$ cat src/rtl/tdm_rx_pkg.sv
package tdm_rx_pkg;
  localparam int RX_W  = 24;
  localparam int CNT_W = $clog2(RX_W + 1);

  typedef struct packed {
    logic shift;      // a bit is taken on this cycle
    logic start;      // this bit opens a new word
    logic capAux;     // sample aux pins (first bit after sync)
    logic xfer;       // this bit completes the word
    logic firstSlot;  // completed word belongs to the sync slot
  } rxStrb_t;

  function automatic logic [CNT_W-1:0] wordBits(input logic [1:0] sel);
    case (sel)
      2'd0:    wordBits = CNT_W'(8);
      2'd1:    wordBits = CNT_W'(12);
      2'd2:    wordBits = CNT_W'(16);
      default: wordBits = CNT_W'(24);
    endcase
  endfunction
endpackage

$ cat src/rtl/tdm_rx_ctrl.sv
module tdm_rx_ctrl
  import tdm_rx_pkg::*;
(
  input  logic       clk,
  input  logic       rstN,
  input  logic       swReset,
  input  logic       rxEnable,
  input  logic       bitTick,
  input  logic       frameSync,
  input  logic       bitWideSync,
  input  logic [1:0] wordLenSel,
  output rxStrb_t    strb
);
  logic [CNT_W-1:0] bitCnt;
  logic [CNT_W-1:0] lenBits;
  logic             inFrame;
  logic             firstPend;
  logic             syncPrev;
  logic             tickUse;
  logic             slotSync;
  logic             startNow;
  logic             contNow;
  logic             lastNow;

  assign lenBits  = wordBits(wordLenSel);
  assign tickUse  = bitTick & rxEnable;
  assign slotSync = bitWideSync ? syncPrev : frameSync;
  assign startNow = tickUse && (bitCnt == '0) && (inFrame || slotSync);
  assign contNow  = tickUse && (bitCnt != '0);
  assign lastNow  = (startNow || contNow) && (bitCnt == lenBits - CNT_W'(1));

  always_comb begin
    strb.shift     = startNow | contNow;
    strb.start     = startNow;
    strb.capAux    = startNow & slotSync;
    strb.xfer      = lastNow;
    strb.firstSlot = firstPend;
  end

  always_ff @(posedge clk or negedge rstN) begin
    if (!rstN) begin
      bitCnt    <= '0;
      inFrame   <= 1'b0;
      firstPend <= 1'b0;
      syncPrev  <= 1'b0;
    end else begin
      if (swReset) syncPrev <= 1'b0;
      else if (bitTick) syncPrev <= frameSync;

      if (swReset || !rxEnable) begin
        bitCnt    <= '0;
        inFrame   <= 1'b0;
        firstPend <= 1'b0;
      end else if (startNow) begin
        bitCnt    <= CNT_W'(1);
        inFrame   <= 1'b1;
        firstPend <= slotSync;
      end else if (contNow) begin
        bitCnt    <= lastNow ? '0 : bitCnt + CNT_W'(1);
      end
    end
  end


  cnt_range_chk: assert property (@(posedge clk) disable iff (!rstN)
    $stable(wordLenSel) |-> (bitCnt < lenBits));


  sw_clear_cnt_chk: assert property (@(posedge clk) disable iff (!rstN)
    swReset |=> (bitCnt == '0) && !inFrame);
endmodule

$ cat src/rtl/tdm_rx_datapath.sv
module tdm_rx_datapath
  import tdm_rx_pkg::*;
(
  input  logic            clk,
  input  logic            rstN,
  input  logic            swReset,
  input  rxStrb_t         strb,
  input  logic            serData,
  input  logic            lsbFirst,
  input  logic [1:0]      wordLenSel,
  input  logic [1:0]      auxPins,
  input  logic            holdFull,
  output logic [RX_W-1:0] holdData,
  output logic            holdFirst,
  output logic [1:0]      holdAux
);
  logic [RX_W-1:0]  shiftReg;
  logic [RX_W-1:0]  shiftBase;
  logic [RX_W-1:0]  shiftNext;
  logic [RX_W-1:0]  alignedWord;
  logic [RX_W-1:0]  topMask;
  logic [CNT_W-1:0] lenBits;
  logic [CNT_W-1:0] padBits;
  logic [1:0]       auxLatch;
  logic             loadHold;

  assign lenBits   = wordBits(wordLenSel);
  assign padBits   = CNT_W'(RX_W) - lenBits;
  assign topMask   = ~({RX_W{1'b1}} >> lenBits);
  assign shiftBase = strb.start ? '0 : shiftReg;
  assign shiftNext = lsbFirst ? {serData, shiftBase[RX_W-1:1]}
                              : {shiftBase[RX_W-2:0], serData};
  assign alignedWord = lsbFirst ? (shiftNext & topMask) : (shiftNext << padBits);
  assign loadHold  = strb.xfer & ~holdFull;

  always_ff @(posedge clk or negedge rstN) begin
    if (!rstN) begin
      shiftReg  <= '0;
      holdData  <= '0;
      holdFirst <= 1'b0;
      holdAux   <= '0;
      auxLatch  <= '0;
    end else begin
      if (strb.shift) shiftReg <= shiftNext;
      if (strb.capAux) auxLatch <= auxPins;
      if (loadHold) holdData <= alignedWord;
      if (swReset) begin
        holdFirst <= 1'b0;
        holdAux   <= '0;
      end else if (loadHold) begin
        holdFirst <= strb.firstSlot;
        holdAux   <= auxLatch;
      end
    end
  end


  aux_tag_stable_chk: assert property (@(posedge clk) disable iff (!rstN)
    (!strb.xfer && !swReset) |=> $stable(holdAux));
endmodule

$ cat src/rtl/tdm_rx_flags.sv
module tdm_rx_flags (
  input  logic       clk,
  input  logic       rstN,
  input  logic       swReset,
  input  logic       xfer,
  input  logic       readData,
  input  logic       readStatus,
  input  logic       intEnable,
  input  logic       syncMode,
  input  logic [1:0] auxIsInput,
  input  logic       holdFirst,
  input  logic [1:0] holdAux,
  output logic       fullQ,
  output logic [7:0] statusByte,
  output logic       rxIrq,
  output logic       irqVecExc
);
  logic ovQ;
  logic ovArm;
  logic [1:0] auxVis;

  assign auxVis     = holdAux & auxIsInput & {2{syncMode}};
  assign statusByte = {fullQ, 1'b0, ovQ, 1'b0, holdFirst, 1'b0, auxVis};
  assign rxIrq      = intEnable & fullQ;
  assign irqVecExc  = ovQ;

  always_ff @(posedge clk or negedge rstN) begin
    if (!rstN) begin
      fullQ <= 1'b0;
      ovQ   <= 1'b0;
      ovArm <= 1'b0;
    end else if (swReset) begin
      fullQ <= 1'b0;
      ovQ   <= 1'b0;
      ovArm <= 1'b0;
    end else begin
      if (xfer && !fullQ) fullQ <= 1'b1;
      else if (readData) fullQ <= 1'b0;

      if (xfer && fullQ) ovQ <= 1'b1;
      else if (readData && ovArm) ovQ <= 1'b0;

      if (readData) ovArm <= 1'b0;
      else if (readStatus && ovQ) ovArm <= 1'b1;
    end
  end


  full_set_chk: assert property (@(posedge clk) disable iff (!rstN)
    (xfer && !fullQ && !swReset) |=> fullQ);


  ov_set_chk: assert property (@(posedge clk) disable iff (!rstN)
    (xfer && fullQ && !swReset) |=> ovQ);


  ov_hold_chk: assert property (@(posedge clk) disable iff (!rstN)
    (ovQ && !swReset && !(readData && ovArm)) |=> ovQ);
endmodule

$ cat src/rtl/tdm_rx_status.sv
module tdm_rx_status
  import tdm_rx_pkg::*;
(
  input  logic        clk,
  input  logic        rstN,
  input  logic        swReset,
  input  logic        rxEnable,
  input  logic        bitTick,
  input  logic        serData,
  input  logic        frameSync,
  input  logic        auxPin0,
  input  logic        auxPin1,
  input  logic [1:0]  wordLenSel,
  input  logic        lsbFirst,
  input  logic        bitWideSync,
  input  logic        aux0IsInput,
  input  logic        aux1IsInput,
  input  logic        syncMode,
  input  logic        intEnable,
  input  logic        readData,
  input  logic        readStatus,
  output logic [23:0] rxData,
  output logic [23:0] statusBus,
  output logic        rxIrq,
  output logic        irqVecExc
);
  rxStrb_t         strb;
  logic            holdFull;
  logic            holdFirst;
  logic [1:0]      holdAux;
  logic [7:0]      statusByte;
  logic [RX_W-1:0] holdData;

  tdm_rx_ctrl u_ctrl (
    .clk(clk), .rstN(rstN), .swReset(swReset), .rxEnable(rxEnable),
    .bitTick(bitTick), .frameSync(frameSync), .bitWideSync(bitWideSync),
    .wordLenSel(wordLenSel), .strb(strb)
  );

  tdm_rx_datapath u_dp (
    .clk(clk), .rstN(rstN), .swReset(swReset), .strb(strb),
    .serData(serData), .lsbFirst(lsbFirst), .wordLenSel(wordLenSel),
    .auxPins({auxPin1, auxPin0}), .holdFull(holdFull),
    .holdData(holdData), .holdFirst(holdFirst), .holdAux(holdAux)
  );

  tdm_rx_flags u_flags (
    .clk(clk), .rstN(rstN), .swReset(swReset), .xfer(strb.xfer),
    .readData(readData), .readStatus(readStatus), .intEnable(intEnable),
    .syncMode(syncMode), .auxIsInput({aux1IsInput, aux0IsInput}),
    .holdFirst(holdFirst), .holdAux(holdAux), .fullQ(holdFull),
    .statusByte(statusByte), .rxIrq(rxIrq), .irqVecExc(irqVecExc)
  );

  assign rxData    = holdData;
  assign statusBus = {16'h0000, statusByte};


  drop_keeps_data_chk: assert property (@(posedge clk) disable iff (!rstN)
    (strb.xfer && holdFull) |=> $stable(rxData));
endmodule

$ cat config.mk
export PLATFORM = sky130hd
export DESIGN_NAME = tdm_rx_status
export DESIGN_NICKNAME = d
export VERILOG_FILES = /design/src/rtl/tdm_rx_pkg.sv /design/src/rtl/tdm_rx_ctrl.sv /design/src/rtl/tdm_rx_datapath.sv /design/src/rtl/tdm_rx_flags.sv /design/src/rtl/tdm_rx_status.sv
export SDC_FILE = /design/constraint.sdc
export NUM_CORES = 1
export LEC_CHECK = 0
export ABC_CLOCK_PERIOD_IN_PS = 4500
export BUFFER_PORTS_ARGS = -buffer_cell sky130_fd_sc_hd__buf_2
export CAP_MARGIN = 20
export CORE_MARGIN = 3
export CORE_UTILIZATION = 30
export DETAILED_ROUTE_END_ITERATION = 8
export GPL_ROUTABILITY_DRIVEN = 0
export SETUP_SLACK_MARGIN = 0.2
export SLEW_MARGIN = 40
export SYNTH_ARGS = -nofsm -noshare
export SYNTH_HDL_FRONTEND = slang
export SYNTH_SLANG_ARGS = --single-unit
$ cat constraint.sdc
create_clock -name clk -period 4.5 [get_ports clk]
set_input_delay 0 -clock clk [delete_from_list [all_inputs] [get_ports clk]]
set_output_delay 0 -clock clk [all_outputs]
set_load 0.01 [all_outputs]
==> results of run 1 <==
## critical path, cell delays in order (launching register included)
cell	delay, ns
dfrtp_1	0.41
inv_1	0.07
ha_1	0.15
or4b_1	0.50
o311ai_4	0.25
buf_4	0.49
nor3b_2	0.09
buf_4	0.23
mux2i_1	0.17
a21oi_1	0.05
## state kept, by name (all words and copies together), names as in the netlist
| name | count |
|---|---|
| u_ctrl.inFrame | 1 |
| u_dp.holdFirst | 1 |
| u_dp.holdAux | 2 |
| u_dp.shiftReg | 24 |
| u_dp.holdData | 24 |
| u_dp.auxLatch | 2 |
| u_flags.fullQ | 1 |
| u_ctrl.syncPrev | 1 |
| u_ctrl.bitCnt | 5 |
| u_ctrl.firstPend | 1 |
| u_flags.ovArm | 1 |
| u_flags.irqVecExc | 1 |
## path summary, 6_finish.rpt
path / startpoint / endpoint / slack [ns] / cells after the start
worst max-delay path: u_ctrl.bitCnt[0] / u_dp.holdData[20] / 1.96 / 9
min in group asynchronous: rstN / u_dp.auxLatch[1] / 0.29 / 3
max in group asynchronous: rstN / u_dp.holdData[21] / 3.80 / 3
worst max register to register: u_ctrl.bitCnt[0] / u_dp.holdData[20] / 1.96 / 9
worst min-delay path: serData / u_dp.holdData[23] / 0.02 / 3
worst min register to register: u_dp.holdData[1] / u_dp.holdData[1] / 0.48 / 2
## per-stage QoR
| step | cell area (sq um) | utilization [%] | power (mW) | hold slack (ns) | std cells |
|---|---|---|---|---|---|
| 2_1_floorplan | 4320 | - | 0.772 | -0.296 | 473 |
| 3_3_place_gp | 4490 | 33.1 | 0.817 | 0.187 | 647 |
| 3_5_place_dp | 4490 | 33.1 | 0.820 | 0.194 | 647 |
| 4_1_cts | 4840 | 35.7 | 1.47 | 0.0114 | 668 |
| 5_1_grt | 4840 | 35.7 | 1.53 | 0.0322 | 668 |
| 6_report | 4840 | 35.7 | 1.46 | 0.0164 | 668 |
## cell usage after synthesis, types with 2 or more instances
library cell / n
a2111oi_0: 5
a211oi_1: 4
a21oi_1: 32
a221oi_1: 3
a22oi_1: 6
a311o_1: 2
a31oi_1: 5
a32oi_1: 5
and2_1: 4
and3_1: 8
and4_1: 3
buf_2: 7
buf_4: 30
buf_6: 2
clkbuf_1: 17
dfrtp_1: 64
ha_1: 9
inv_1: 5
mux2_2: 9
mux2i_1: 35
mux4_2: 8
nand2_1: 53
nand2b_1: 5
nand3_1: 4
nand3b_1: 3
nor2_1: 36
nor2b_1: 6
nor3_1: 14
o2111ai_1: 2
o211ai_1: 2
o21ai_0: 7
o21ai_1: 11
o31ai_1: 24
xnor2_1: 3
xor2_1: 3
## routing by layer
metal  GRT usage [%]  vias to the layer above  routed length (um)
met2            22.4                      144                5110
met5               0                        -                   0
li1                -                     1687                   -
met4            5.23                        0                 293
met1            18.7                     1746                4910
met3            4.82                       23                 797
## kinds of logic (layout without fill, tap and decap cells)
logic type	after synthesis	after routing	synth area share [%]
and+or+nand+nor	145	145	16.5
other	1	19	0.0881
AOI/OAI and AO/OA	115	115	18.3
buffers and inverters	63	82	8.76
xor gates and xnor gates	6	6	1.24
adders and majority gates	9	9	2.65
DFF	64	64	37.6
muxes	52	52	14.8
## layout make-up
cell class	instances	area, sq um	share of cell area (%)
Timing Repair Buffer	62	364	7.52
Clock buffer	14	274	5.66
Inverter	6	22.5	0.465
Tap cell	176	220	4.55
Multi-Input combinational cell	346	2360	48.7
Sequential cell	64	1600	33.1
## report_power, final
part | switching [mW] | internal, mW | leakage [nW]
Combinational | 0.121 | 0.0708 | 1.10
Sequential | 0.0292 | 0.597 | 0.886
Clock | 0.232 | 0.411 | 0.135
Total | 0.383 | 1.08 | 2.12
==> results.py, run 1 <==
metrics = {
    "timing": {
        "rsz0062_at_grt": "false",
        "relSlewSlack_pct": 49.1,
        "fin_tns_setup_ns": 0,
        "final.setup.worst_slack_ns": 1.96,
        "finalHoldViolCount": 0,
        "finalCritPeriodShare_pct": 56.5,
        "maxSlewViolCount": 0,
        "max_slew.worst_pin.slew_ns": 0.763,
        "period_needed_ns": 2.54,
        "skew_ns": 0.00517,
        "fmax_ghz": 0.393,
        "setup_viol": 0,
    },
    "outcome": {
        "status": "finished, final reports clean",
    },
    "place": {
        "place_ws_ns": 1.71,
        "io_buffers": 49,
        "hpwl_um": 7750,
    },
    "synth": {
        "ys_ff_latch": 64,
        "synth-edff-count": 0,
        "yosys-top-cells-area": "dfrtp_1 38%, mux2i_1 8.2%, buf_4 5.3%",
        "synth_warnings": 0,
        "synth.avg_cell_area_sq_um": 9.35,
        "synth-main-ff-cell": "dfrtp_1",
        "syn-cell-area_sq_mm": 0.00426,
        "synth_top_cell_area_share_pct": 37.6,
        "synth_top_cell_by_area": "dfrtp_1",
        "ys_async_sr_fraction_pct": 100,
        "netlist_instances": 455,
        "ys_seq_area_share_pct": 37.6,
        "yosys.cell_types.count": 54,
    },
    "final_layout": {
        "diodes": 0,
        "syn_to_final_growth_pct": 13.8,
        "drive_above_1_share_pct": 18.9,
        "final.fill_count": 1385,
        "nets": 517,
        "layout_commonest_cell": "dfrtp_1",
        "mostFrequentLayoutCells": "64 x dfrtp_1, 53 x nand2_1, 49 x buf_2",
    },
    "routing": {
        "postRouteAntennaNets": 0,
        "post_drt_wl_per_cell_um": 16.6,
        "drt-total-wl_um": 11100,
        "vias_per_cell": 5.39,
        "vias": 3600,
        "firstDrtPassIters": 4,
        "drt_iter0_drc": 318,
        "drc": 0,
    },
    "run": {
        "cap_violations": 0,
    },
    "global_route": {
        "grt_usage_pct": 14.4,
        "grt_pass1_wl_um": 18400,
        "antenna_found_initial": 0,
        "overflow": 0,
        "grt_pass1_vias": 3542,
        "grt_max_degree": 65,
    },
    "worst_setup_path": {
        "worstPathArrival_ns": 2.75,
        "end_kind": "flip-flop",
        "startpoint_type": "flip-flop",
        "required_ns": 4.71,
        "crit_path_max_fanout": 56,
        "path_class": "reg2reg",
    },
    "cts": {
        "cts_max_level": 3,
        "post_cts.repair.setup_buffers": 0,
        "path_clk_slew_ns": 0.05,
        "cts.sink_count": 64,
        "clkLatencyLatePin_ns": 0.33,
        "cts_resized": 0,
        "cts_tree": "yes",
        "cts_buffer_depth": 2,
        "cts-root-buf": "clkbuf_16",
        "postCtsHoldBufs": 7,
        "cts_inserted_buffers": 9,
    },
    "die": {
        "initial_utilization_pct": 31.4,
        "core-area_sq_mm": 0.0136,
        "ios": 69,
        "die_w_um": 125,
        "dieArea_sq_mm": 0.0157,
        "die_h_um": 125,
        "std_cell_rows": 42,
    },
    "power": {
        "p_leak_nw": 2.12,
        "ir_drop_mv": 0.157,
        "power_density_mw_per_mm2": 302,
    },
    "hold_path": {
        "hold_class": "in2reg",
    },
}
No activity file was read; power rests on OpenSTA's default activity.
==> run 2, diff against run 1 <==
--- a/config.mk
+++ b/config.mk
@@ -5,7 +5,7 @@
 export SDC_FILE = /design/constraint.sdc
 export NUM_CORES = 1
 export LEC_CHECK = 0
-export ABC_CLOCK_PERIOD_IN_PS = 4500
+export ABC_CLOCK_PERIOD_IN_PS = 2600
 export BUFFER_PORTS_ARGS = -buffer_cell sky130_fd_sc_hd__buf_2
 export CAP_MARGIN = 20
 export CORE_MARGIN = 3
==> constraint.sdc (replaced) <==
create_clock -name clk -period 2.6 [get_ports clk]
set_input_delay 0 -clock clk [delete_from_list [all_inputs] [get_ports clk]]
set_output_delay 0 -clock clk [all_outputs]
set_load 0.01 [all_outputs]
==> results.py, run 2 (synthesis gave the netlist of run 1 again) <==
metrics = {
    "timing": {
        "skew_ns": 0.00824,
        "period_needed_ns": 2.19,
        "relSlewSlack_pct": 66.3,
        "finalCritPeriodShare_pct": 84.0,
        "finalHoldViolCount": 0,
        "max_slew.worst_pin.slew_ns": 0.501,
        "rsz0062_at_grt": "false",
        "fmax_ghz": 0.458,
        "fin_tns_setup_ns": 0,
        "maxSlewViolCount": 0,
        "hold_slack_ns": 0.0128,
        "setup_viol": 0,
    },
    "die": {
        "die_w_um": 125,
        "core-area_sq_mm": 0.0136,
        "dieArea_sq_mm": 0.0157,
        "die_h_um": 125,
        "std_cell_rows": 42,
        "ios": 69,
        "initial_utilization_pct": 31.4,
    },
    "cts": {
        "clkLatencyLatePin_ns": 0.34,
        "cts_buffer_depth": 2,
        "cts_tree": "yes",
        "cts_inserted_buffers": 9,
        "cts_max_level": 3,
        "cts-root-buf": "clkbuf_16",
        "path_clk_slew_ns": 0.05,
        "cts.sink_count": 64,
        "post_cts.repair.setup_buffers": 0,
    },
    "routing": {
        "postRouteAntennaNets": 0,
        "post_drt_wl_per_cell_um": 16.4,
        "firstDrtPassIters": 4,
        "drt-total-wl_um": 11100,
        "drc": 0,
        "vias": 3608,
        "drt_iter0_drc": 329,
        "vias_per_cell": 5.33,
    },
    "outcome": {
        "status": "finished, final reports clean",
    },
    "place": {
        "io_buffers": 49,
        "placed_area_sq_mm": 0.00460,
        "hpwl_um": 7920,
    },
    "worst_setup_path": {
        "path_class": "reg2reg",
        "worstPathArrival_ns": 2.39,
        "crit_start": "u_ctrl.bitCnt[0]",
        "startpoint_type": "flip-flop",
        "r2r_start": "u_ctrl.bitCnt[0]",
        "required_ns": 2.81,
        "crit_path_max_fanout": 55,
        "end_kind": "flip-flop",
    },
    "hold_path": {
        "hold_class": "in2reg",
        "min-delay-start": "serData",
    },
    "power": {
        "ir_drop_mv": 0.256,
        "p_leak_nw": 2.19,
        "power_density_mw_per_mm2": 529,
    },
    "final_layout": {
        "design_area_sq_mm": 0.00499,
        "mostFrequentLayoutCells": "64 x dfrtp_1, 53 x nand2_1, 49 x buf_2",
        "reg_top3": "u_dp.holdData: 24 flops, u_dp.shiftReg: 24 flops, u_ctrl.bitCnt: 5 flops",
        "syn_to_final_growth_pct": 17.3,
        "nets": 524,
        "diodes": 0,
        "final.fill_count": 1355,
        "drive_above_1_share_pct": 20.0,
        "layout_commonest_cell": "dfrtp_1",
    },
    "global_route": {
        "grt_usage_pct": 14.2,
        "grt_use_met1_pct": 19.6,
        "grtUsageMet3_pct": 3.71,
        "overflow": 0,
        "top_usage_layer": "met2",
        "grt_max_degree": 65,
        "grt_pass1_vias": 3375,
        "grt_pass1_wl_um": 18100,
        "globalRouteMet2Util_pct": 21.1,
        "antenna_found_initial": 0,
    },
    "run": {
        "cap_violations": 0,
    },
}
[run 2: final timing paths]
path / endpoint / slack, ns / depth (start not counted)
setup reg to reg: u_ctrl.bitCnt[2] / 0.41 / 8
setup / recovery: u_ctrl.bitCnt[2] / 0.41 / 8
hold reg to reg: u_dp.holdData[3] / 0.47 / 2
min in group asynchronous: u_dp.holdFirst / 0.21 / 3
max in group asynchronous: u_dp.shiftReg[23] / 2.10 / 3
hold / removal: u_dp.holdData[23] / 0.01 / 3
[run 2: layout make-up]
cell class,instances,area [sq um],share of cell area (%)
flip-flops and latches,64,1600,32.1
inverters,6,22.5,0.451
well taps,176,220,4.41
clock buffers,13,260,5.21
clock inverters,3,40.0,0.802
multi-input cells,346,2370,47.5
repair buffers,69,478,9.57
[run 2: what timing repair did]
item,in CTS,in global routing
resized for setup,0,2
hold buffers,8,0
endpoints found under the hold margin,74,0
setup endpoints to repair,0,3
[run 2: critical path, stage by stage (launching register included)]
cell      delay (ns)
dfrtp_1         0.41
inv_1           0.07
ha_1            0.15
or4b_1          0.49
o311ai_4        0.33
buf_12          0.27
a21boi_1        0.11
xnor2_1         0.15
nor2_1          0.06
[run 2: per-stage QoR]
step | util, % | std cells | worst slack [ns] | total power [mW]
after floorplan | - | 473 | 0.569 | 1.34
after global placement | 33.9 | 653 | 0.433 | 1.43
after detailed placement | 33.9 | 653 | 0.347 | 1.43
after CTS | 36.7 | 677 | 0.340 | 2.66
after global routing | 36.8 | 677 | 0.282 | 2.75
final | 36.8 | 677 | 0.415 | 2.64
[run 2: metal layers]
layer | wire length, um | vias up
li1 | - | 1712
met1 | 4970 | 1715
met2 | 5030 | 160
met3 | 850 | 21
met4 | 231 | 0
met5 | 0 | -
[run 2: power by group]
part           leakage [nW]  internal [mW]  switching [mW]  total [mW]
Sequential            0.886           1.03          0.0494        1.08
Combinational          1.16          0.137           0.212       0.349
Clock                 0.150          0.791           0.419        1.21
Total                  2.19           1.96           0.681        2.64
